[src/rtl/cmp_ratio_div.sv]
module cmp_ratio_div #(
  parameter int RATIO_W   = 9,
  parameter int RST_RATIO = 2
) (
  input  logic       clk,
  input  logic       rst_n,
  input  logic [4:0] ratio_sel,
  output logic       cmp_pulse,
  output logic       cmp_half,
  output logic       bad_sel
);

  logic [RATIO_W-1:0] cnt, cur_ratio, dec_ratio;
  logic [2:0]         k, sh;
  logic               illegal, last;

  assign k       = ratio_sel[2:0];
  assign sh      = k - 3'd1;
  assign illegal = (ratio_sel[4:3] != 2'b00) && (k == 3'd0);

  always_comb begin
    case (ratio_sel[4:3])
      2'b00:   dec_ratio = RATIO_W'(2) << k;
      2'b01:   dec_ratio = RATIO_W'(5) << sh;
      2'b10:   dec_ratio = RATIO_W'(6) << sh;
      default: dec_ratio = RATIO_W'(7) << sh;
    endcase
  end

  assign last = (cnt == cur_ratio - RATIO_W'(1));

  always_ff @(posedge clk) begin
    if (!rst_n) begin
      cnt       <= '0;
      cur_ratio <= RATIO_W'(RST_RATIO);
    end else if (last) begin
      cnt <= '0;
      if (!illegal) cur_ratio <= dec_ratio;
    end else begin
      cnt <= cnt + RATIO_W'(1);
    end
  end

  assign cmp_pulse = last;
  assign cmp_half  = cnt < (cur_ratio >> 1);
  assign bad_sel   = illegal;

endmodule

[config.mk]
export PLATFORM = sky130hd
export DESIGN_NAME = cmp_ratio_div
export DESIGN_NICKNAME = d
export VERILOG_FILES = /design/src/rtl/cmp_ratio_div.sv
export SDC_FILE = /design/constraint.sdc
export NUM_CORES = 1
export LEC_CHECK = 0
export CORE_ASPECT_RATIO = 1.75
export CORE_MARGIN = 5
export CORE_UTILIZATION = 63
export DETAILED_ROUTE_END_ITERATION = 12
export PLACE_DENSITY = 0.95
export SYNTH_ARGS = -nofsm -noshare
export SYNTH_HDL_FRONTEND = slang
export SYNTH_SLANG_ARGS = --single-unit
[constraint.sdc]
create_clock -name clk -period 7.1 [get_ports clk]
set_clock_uncertainty 0.1 [all_clocks]
set_input_delay 1.42 -clock clk [delete_from_list [all_inputs] [get_ports clk]]
set_output_delay 1.42 -clock clk [all_outputs]
set_load 0.05 [all_outputs]
==> results of run 1 <==
-- layout make-up --
class	instances	area (um2)	area share
Clock buffer	3	41.29	0.02576
Inverter	16	61.31	0.03825
Multi-Input combinational cell	150	1018	0.6354
Sequential cell	18	360.3	0.2248
Tap cell	25	31.28	0.01952
Timing Repair Buffer	9	90.09	0.05621
-- through the flow --
stage | std cells | total power [uW] | hold slack, ps
2_1_floorplan | 191 | 403.5 | 355.3
3_3_place_gp | 218 | 466.9 | 378.2
3_5_place_dp | 218 | 480.1 | 401.2
4_1_cts | 221 | 553.2 | 409.5
5_1_grt | 221 | 588.0 | 431.2
6_report | 221 | 555.7 | 407.2
-- Yosys cell counts (all sizes together) (3+ instances only) --
library cell | count | share of area
nor3 | 4 | 0.013
nand3 | 9 | 0.033
xnor2 | 14 | 0.082
o21ai | 17 | 0.057
a21oi | 7 | 0.023
xor2 | 5 | 0.029
mux2i | 3 | 0.020
dfxtp | 18 | 0.24
inv | 15 | 0.038
nand2 | 19 | 0.048
nor2 | 15 | 0.043
or3 | 3 | 0.013
and3 | 4 | 0.018
a22oi | 3 | 0.015
buf | 5 | 0.028
nand4 | 7 | 0.029
ha | 14 | 0.12
-- power by group through the flow --
stage                     registers [uW]  clock network (uW)  logic [uW]
after global placement               149                   0         318
after CTS                            148                71.8         333
final                                149                71.8         335
after global routing                 151                77.0         360
after detailed placement             150                   0         330
after floorplan                      138                   0         266
-- registers in the layout, summed over array words and instances, names as in the netlist --
register   count
cnt            9
cur_ratio      9
-- routing by layer --
metal | track usage | wire length [um] | up-vias | part of all wire
li1 | - | - | 687 | -
met1 | 0.2105 | 1292 | 687 | 0.37
met2 | 0.4539 | 2040 | 32 | 0.58
met3 | 0.009685 | 80 | 15 | 0.023
met4 | 0.1323 | 121 | 0 | 0.034
met5 | 0 | 0 | - | 0
-- worst max-delay path by stage --
stage,endpoint,slack (ps),depth (start not counted),startpoint
final,bad_sel,1980,6,ratio_sel[0]
after global routing,bad_sel,1920,6,ratio_sel[0]
after CTS,bad_sel,2020,6,ratio_sel[0]
after detailed placement,bad_sel,2030,6,ratio_sel[0]
after global placement,bad_sel,2110,6,ratio_sel[0]
after floorplan,bad_sel,3350,4,ratio_sel[0]
-- worst register-to-register path: cells and delay by family (launching register included) --
kind                       cells  cell delay (ps)
DFF                            1              370
AOI/OAI and AO/OA              4              750
and+or+nand+nor                2              620
adders and majority gates      1              300
buffers and inverters          2              310
-- cells by family after synthesis --
| logic type | Yosys count |
|---|---|
| simple gates | 71 |
| fa+ha+maj | 14 |
| buf+inv | 23 |
| flops | 18 |
| xor+xnor | 19 |
| compound gates | 43 |
| mux | 3 |
-- layout by cell type, fill, tap and decap left out, types with 7 or more instances in the layout --
| cell type | count |
|---|---|
| nand2_1 | 19 |
| xnor2_1 | 14 |
| nand3_1 | 8 |
| dfxtp_1 | 18 |
| inv_1 | 15 |
| o21ai_0 | 14 |
| clkdlybuf4s50_1 | 9 |
| nor2_1 | 14 |
| ha_1 | 14 |
| nand4_1 | 7 |
| a21oi_1 | 7 |
==> metrics.md, run 1 <==
| Metric | Value |
|---|---|
| Status | finished clean |
| Period utilisation layout | 0.7214 |
| DR pass1 iterations | 4 |
| Clk_lat worst skew | 250 ps |
| Port Buffers | 9 |
| Residual DRC | 0 |
| Post_cts resized | 0 |
| Setup bufs post-CTS | 0 |
| Setup CP Type | primary input to output port |
| Clock Path Buffers | 2 |
| Clock power share | 0.129 |
| Cells on Worst Hold Path | 2 |
| Register share of total power | 0.268 |
| # rows | 23 |
| YS warnings | 0 |
| Post-synth EDFFs | 0 |
| Psw | 262.1 uW |
| Hold buffer count at CTS | 0 |
| Max stage delay on crit path | 830 ps |
| MaxCap Viol Count | 0 |
| Synth cell types | 47 |
| Slew of the pin with the lowest slew margin | 576.3 ps |
| FF-to-FF End | cur_ratio[1]$_SDFFE_PN1P_ |
| HPWL after detailed placement | 2.722 mm |
| Worst Hold Path EP | cur_ratio[7]$_SDFFE_PN0P_ |
| Slew Viols, Final | 0 |
| Register area share after synthesis | 0.2402 |
| DR iter-0 viols | 30 |
| Worst reg-to-reg path cell count | 9 |
| Max-Slew Margin vs Limit | 0.6146 |
| Syn Area/Cell | 7.854 um2 |
| Vias in the first global route | 1466 |
| Worst-path cell chain | clkdlybuf4s50_1 -> inv_1 -> ha_1 -> nand3_2 -> inv_1 -> clkdlybuf4s50_1 |
| Setup violations, final | 0 |
| Cell Pwr Density | 346.7 nW/um2 |
| Clock slew at reported path FFs | 70 ps |
| Origin of the worst min-delay path | cur_ratio[7]$_SDFFE_PN0P_ |
| Final Cell Area | 1603 um2 |
| Synth Cell Area | 1500 um2 |
| Critical path's top delay family | buffers and inverters |
| Pre-CTS WS | 2030 ps |
| Diodes inserted | 0 |
| Root buffer cell | clkbuf_8 |
| Kind of start point of the critical path | primary input |
| H-tree levels | 1 |
| Number of nets with antenna violations after routing | 0 |
| Clk sinks | 18 |
| Crit path max-delay cell type | clkdlybuf4s50_1 |
| Starting Density | 0.6516 |
| DP Area | 1562 um2 |
| Largest family of logic cells by synthesized area | simple AND/OR/NAND/NOR gates |
| Total gr overflow | 0 |
| HP Class | flip-flop to flip-flop |
| Yosys reg bits | 18 |
| Utilization after layout | 0.6962 |
| DIE AREA | 3495 um2 |
| Initial antenna violation count | 0 |
| Via count | 1421 |
| Fillers | 193 |
| P&R area growth vs syn | 6.839% |
| Setup TNS Final | 0 ps |
| Final Hold Fails | 0 |
| Req. time, crit path | 5580 ps |
| Critical Path Fanout Max | 9 |
| Internal | 293.6 uW |
| First-pass GRT wire length | 5.989 mm |
| Die H | 74.55 um |
| Routed WL | 3.534 mm |
| Syn_nets | 212 |
| # IOs | 10 |
| Async SR Flop Fraction | 0 |
| NumNets Final | 219 |
| Via-to-Cell Ratio | 6.430 |
| Largest net degree at the start of global routing | 20 |
| Global-route usage over all layers | 0.2291 |
| LEAKAGE | 0.0006182 uW |
| Max VDD drop | 0.3170 mV |
| Sw frac | 0.4716 |
| CP endpoint kind | output port |
| Cell count after synthesis | 191 |
| Layout cells sized above 1 | 0.06633 |
| RD Place Congestion | 0.8734 |
| CORE AREA | 2302 um2 |
| Die X | 46.89 um |
| Crit path DAT | 3600 ps |
| FF-to-FF setup slack | 4490 ps |
| RSZ-0062 raised after global routing | false |
| Post-synthesis xor/xnor area fraction | 0.1109 |
| CTS Buf Count | 3 |
| Ys flop type | dfxtp_1 |
| FMAX | 195.2 MHz |
| Worst setup margin | 1978 ps |
| Crit Reg-Reg Startpoint | cur_ratio[0]$_SDFFE_PN0P_ |
| CTS tree | done |
| Logic pwr share | 0.603 |
| Mux cell area share after synthesis | 0.02002 |
| Post-layout min period | 5122 ps |
| Synth Area in Compound Gates | 0.1835 |
| Adder-cell share of the synthesized area | 0.1168 |
| Buffer and inverter count on the worst path | 4 |
| Drt wl/cell | 15.99 um |
| Simple-gate share of the synthesized area | 0.2477 |
Power figures use the tool's default switching activity.
==> run 2: changes to the inputs <==
CORE_UTILIZATION = 53   (was 63)
PLACE_DENSITY = 0.87   (was 0.95)
clock period = 4.1 ns   (was 7.1 ns; I/O delays follow)
==> metrics.md, run 2 (synthesis results as in run 1) <==
| Metric | Value |
|---|---|
| Initial antenna violation count | 0 (unchanged) |
| P&R area growth vs syn | 7.590% |
| DP Area | 1559 um2 (-0.16%) |
| Req. time, crit path | 3180 ps (-2400 ps) |
| Critical path's top delay family | buffers and inverters |
| Residual DRC | 0 (unchanged) |
| LEAKAGE | 0.0006290 uW (+1.7%) |
| H-tree levels | 1 (unchanged) |
| Max VDD drop | 0.4998 mV (+58%) |
| Final Hold Fails | 0 (unchanged) |
| Worst-path cell chain | inv_1 -> ha_1 -> a21o_1 -> a21o_1 -> a211oi_1 -> o21bai_1 -> a31oi_1 -> clkdlybuf4s50_1 |
| Drt wl/cell | 15.36 um (-3.9%) |
| Global-route usage over all layers | 0.1828 (-0.04628) |
| HP Class | flip-flop to flip-flop |
| Slew of the pin with the lowest slew margin | 601.0 ps (+24.64 ps) |
| Diodes inserted | 0 (unchanged) |
| Port Buffers | 9 (unchanged) |
| Most used cell, CP | a21o_1 |
| Period utilisation layout | 0.8883 |
| Placed Cells | 220 (+0.92%) |
| DIE AREA | 4036 um2 (+15%) |
| Top Registers | cnt x9, cur_ratio x9 |
| Slew Viols, Final | 0 (unchanged) |
| Largest net degree at the start of global routing | 20 (unchanged) |
| Via count | 1363 (-4.1%) |
| FMAX | 274.6 MHz |
| Critical Path Fanout Max | 9 (unchanged) |
| CTS Buf Count | 3 (unchanged) |
| RD Place Congestion | 0.9206 (+5.4%) |
| Starting Density | 0.5513 (-0.1004) |
| CORE AREA | 2721 um2 (+18%) |
| Reg area | 360.3 um2 (unchanged) |
| Via-to-Cell Ratio | 6.085 (-5.4%) |
| Routed WL | 3.441 mm (-2.6%) |
| RSZ-0062 raised after global routing | false |
| Hold buffer count at CTS | 0 (unchanged) |
| Die H | 80.38 um (+7.8%) |
| Number of nets with antenna violations after routing | 0 (unchanged) |
| Layout cells sized above 1 | 0.08122 (+0.01489) |
| Clock slew at reported path FFs | 70 ps (about the same) |
| Most common cell after layout, fill and taps aside | nand2_1 |
| DR iter-0 viols | 25 (-17%) |
| # rows | 25 (+8.7%) |
| Kind of start point of the critical path | flip-flop |
| Buffer and inverter count on the worst path | 2 (-2) |
| Setup violations, final | 0 (unchanged) |
| Cell Pwr Density | 605.4 nW/um2 (+75%) |
| HPWL after detailed placement | 2.613 mm (-4.0%) |
| Clk_lat worst skew | 260 ps (about the same) |
| Setup CP Type | flip-flop to output port |
| Final Total Pwr | 977.2 uW (+76%) |
| Status | finished clean |
| Post_cts resized | 0 (unchanged) |
| Post-layout min period | 3642 ps |
| Die X | 50.22 um (+7.1%) |
| CTS tree | done |
| Area of the multi-input gates | 1018 um2 (unchanged) |
| Clock Path Buffers | 2 (unchanged) |
| Max stage delay on crit path | 820 ps (about the same) |
| Root buffer cell | clkbuf_8 |
| MaxCap Viol Count | 0 (unchanged) |
| Crit path max-delay cell type | clkdlybuf4s50_1 |
| Clk sinks | 18 (unchanged) |
| CP endpoint kind | output port |
| # IOs | 10 (unchanged) |
| DR pass1 iterations | 4 (unchanged) |
| Total gr overflow | 0 (unchanged) |
| Final Cell Area | 1614 um2 (+0.70%) |
| Crit path DAT | 2720 ps (-880 ps) |
| Max-Slew Margin vs Limit | 0.5981 (-0.01648) |
| Final cell count without fillers | 224 (+1.4%) |
| Setup bufs post-CTS | 0 (unchanged) |
| Final hold slack | 412.3 ps (+5.107 ps) |
| Setup TNS Final | 0 ps (unchanged) |
| NumNets Final | 219 (unchanged) |
| Commonest cells after routing, fill and taps aside | nand2_1, dfxtp_1, inv_1 |
| Fillers | 235 (+22%) |
| Vias in the first global route | 1330 (-9.3%) |
| First-pass GRT wire length | 5.727 mm (-4.4%) |
[run 2: cell type report]
| cell class | count | share of cell area |
|---|---|---|
| well taps | 27 | 0.02093 |
| flip-flops and latches | 18 | 0.2233 |
| multi-input cells | 150 | 0.6310 |
| inverters | 16 | 0.03798 |
| repair buffers | 9 | 0.05271 |
| clock buffers | 4 | 0.03411 |
[run 2: power by group]
part / total (uW) / switching [uW] / leakage (uW) / internal [uW]
Clock: 148 / 62.4 / 0.0000288 / 85.5
Sequential: 261 / 54.7 / 0.000146 / 206
Combinational: 569 / 335 / 0.000454 / 233
[run 2: per-stage QoR]
stage | util | setup WS [ps]
6_report | 0.5931 | 457.8
5_1_grt | 0.5931 | 314.4
4_1_cts | 0.5931 | 446.9
3_5_place_dp | 0.5729 | 751.7
3_3_place_gp | 0.5729 | 754.8
2_1_floorplan | - | 1025
[run 2: worst reg2reg max path, delay by kind of cell, from the launching register on]
kind | cells | cell delay, ps
compound gates | 2 | 650
flops | 1 | 380
mux | 1 | 220
simple gates | 3 | 1170
[run 2: worst paths after layout]
kind,startpoint,end,cells past startpoint,slack (ps)
worst min register to register,cur_ratio[8]$_SDFFE_PN0P_,cur_ratio[8]$_SDFFE_PN0P_,2,410
worst min-delay path,cur_ratio[8]$_SDFFE_PN0P_,cur_ratio[8]$_SDFFE_PN0P_,2,410
worst max register to register,cur_ratio[2]$_SDFFE_PN0P_,cur_ratio[0]$_SDFFE_PN0P_,6,1510
worst max-delay path,cur_ratio[2]$_SDFFE_PN0P_,cmp_half,8,460
[run 2: per-layer routing]
metal | GRT usage | vias up | wire length (um)
li1 | - | 689 | -
met1 | 0.1631 | 633 | 1270
met2 | 0.3602 | 30 | 1914
met3 | 0.02226 | 11 | 93
met4 | 0.1181 | 0 | 163
met5 | 0 | - | 0
==> run 3: changes to the inputs <==
CORE_UTILIZATION = 63   (was 53)
PLACE_DENSITY = 0.95   (was 0.87)
clock period = 4.6 ns   (was 4.1 ns; I/O delays follow)
==> metrics.md, run 3 (synthesis results as in run 1) <==
| Metric | Value |
|---|---|
| Root buffer cell | clkbuf_8 |
| Worst reg-to-reg path cell count | 6 (unchanged) |
| DR WL met3 | 90 um (-3.2%) |
| Status | finished clean |
| P&R area growth vs syn | 8.257% |
| Post_cts resized | 0 (unchanged) |
| NumNets Final | 220 (+0.46%) |
| Total gr overflow | 0 (unchanged) |
| Setup TNS Final | 0 ps (unchanged) |
| Port Buffers | 9 (unchanged) |
| DR pass1 iterations | 4 (unchanged) |
| Hold buffer count at CTS | 0 (unchanged) |
| Critical Path Fanout Max | 9 (unchanged) |
| Starting Density | 0.6516 (+0.1004) |
| CP endpoint kind | output port |
| H-tree levels | 1 (unchanged) |
| Initial antenna violation count | 0 (unchanged) |
| Crit Reg-Reg Startpoint | cur_ratio[2]$_SDFFE_PN0P_ |
| LEAKAGE | 0.0006302 uW (+0.19%) |
| Crit path DAT | 3240 ps (+520 ps) |
| Setup CP Type | flip-flop to output port |
| Residual DRC | 0 (unchanged) |
| Post-layout min period | 4263 ps |
| Clock slew at reported path FFs | 70 ps (about the same) |
| Buffer and inverter count on the worst path | 2 (unchanged) |
| Pre-CTS WS | 558.7 ps (-193.0 ps) |
| Max stage delay on crit path | 820 ps (about the same) |
| RSZ-0062 raised after global routing | false |
| Cell Pwr Density | 541.6 nW/um2 (-11%) |
| Number of nets with antenna violations after routing | 0 (unchanged) |
| Reg area | 360.3 um2 (unchanged) |
| HPWL after detailed placement | 2.711 mm (+3.8%) |
| CORE AREA | 2302 um2 (-15%) |
| CTS tree | done |
| Period utilisation layout | 0.9267 |
| Final Hold Fails | 0 (unchanged) |
| Worst setup margin | 337.1 ps (-120.7 ps) |
| Top Registers | cnt x9, cur_ratio x9 |
| Max VDD drop | 0.4700 mV (-6.0%) |
| DR iter-0 viols | 29 (+16%) |
| RD Place Congestion | 0.8956 (-2.7%) |
| Critical path's top delay family | buffers and inverters |
| Wl on met1 | 1.236 mm (-2.7%) |
| Max-Slew Margin vs Limit | 0.6085 (+0.01040) |
| CP Depth | 6 (-2) |
| Crit path max-delay cell type | clkdlybuf4s50_1 |
| Die X | 46.89 um (-6.6%) |
| Kind of start point of the critical path | flip-flop |
| Setup crit end | cmp_pulse |
| Area of the multi-input gates | 1018 um2 (unchanged) |
| Setup bufs post-CTS | 0 (unchanged) |
| FMAX | 234.6 MHz |
| Worst-path cell chain | or4_4 -> or3_1 -> a222oi_1 -> o211ai_2 -> clkinv_2 -> clkdlybuf4s50_1 |
| Vias in the first global route | 1450 (+9.0%) |
| MaxCap Viol Count | 0 (unchanged) |
| Clk_lat worst skew | 260 ps (about the same) |
| FF-to-FF End | cnt[5]$_SDFF_PP0_ |
| Layout cells sized above 1 | 0.07576 (-0.005461) |
| Req. time, crit path | 3580 ps (+400 ps) |
| CTS Buf Count | 3 (unchanged) |
| Fillers | 189 (-20%) |
| Final Total Pwr | 879.6 uW (-10%) |
| Setup violations, final | 0 (unchanged) |
| Largest net degree at the start of global routing | 20 (unchanged) |
| Slew Viols, Final | 0 (unchanged) |
| Global-route usage over all layers | 0.2267 (+0.04390) |
| FF-to-FF setup slack | 1960 ps (+450 ps) |
| Max Used Layer | met4 |
| Die H | 74.55 um (-7.3%) |
| Clock Path Buffers | 2 (unchanged) |
| DIE AREA | 3495 um2 (-13%) |
| Routed WL | 3.489 mm (+1.4%) |
| # rows | 23 (-8.0%) |
| Most common cell after layout, fill and taps aside | nand2_1 |
| HP Class | flip-flop to flip-flop |
| Beginning of the critical path | cur_ratio[2]$_SDFFE_PN0P_ |
| Via-to-Cell Ratio | 6.318 (+3.8%) |
| # IOs | 10 (unchanged) |
| Clk sinks | 18 (unchanged) |
| Drt wl/cell | 15.65 um (+1.8%) |
| Diodes inserted | 0 (unchanged) |
| Slew of the pin with the lowest slew margin | 585.4 ps (-15.55 ps) |
| Via count | 1409 (+3.4%) |
| First-pass GRT wire length | 5.871 mm (+2.5%) |
| Met2 routed WL | 2.005 mm (+4.8%) |
| Commonest cells after routing, fill and taps aside | nand2_1, dfxtp_1, inv_1 |
[run 3: cell types whose count changed in the layout (fill, tap and decap cells not counted), sizes merged]
cell | previous run | this run
buf | 2 | 1
clkdlybuf4s50 | 7 | 9
[run 3: layout make-up]
type	count	area share
clock buffers	4	0.03390
multi-input cells	150	0.6271
flip-flops and latches	18	0.2219
inverters	16	0.03775
repair buffers	10	0.06009
well taps	25	0.01926
[run 3: worst min path at each step]
stage,startpoint,to,cells past startpoint
after floorplan,cnt[0]$_SDFF_PP0_,cnt[0]$_SDFF_PP0_,1
after global placement,cur_ratio[8]$_SDFFE_PN0P_,cur_ratio[8]$_SDFFE_PN0P_,2
after detailed placement,cnt[0]$_SDFF_PP0_,cnt[0]$_SDFF_PP0_,1
after CTS,cnt[0]$_SDFF_PP0_,cnt[0]$_SDFF_PP0_,1
after global routing,cnt[0]$_SDFF_PP0_,cnt[0]$_SDFF_PP0_,1
final,cnt[0]$_SDFF_PP0_,cnt[0]$_SDFF_PP0_,1
[run 3: stage by stage]
step	hold slack (ps)	instances	instance area (um2)	utilization
3_3_place_gp	374.3	219	1569	0.6815
3_5_place_dp	387.4	219	1569	0.6815
4_1_cts	405.2	223	1624	0.7054
2_1_floorplan	355.3	191	1500	-
6_report	404.1	223	1624	0.7054
5_1_grt	420.2	223	1624	0.7054
[run 3: layer usage]
layer  vias up  global-route usage
met1       661              0.2044
met5         -                   0
li1        688                   -
met3        20             0.02663
met4         0              0.1385
met2        40              0.4387
[run 3: where the power goes]
part	internal, uW	switching [uW]
clock network	76.1	54.4
logic	213	307
registers	184	45.2
total	473	407
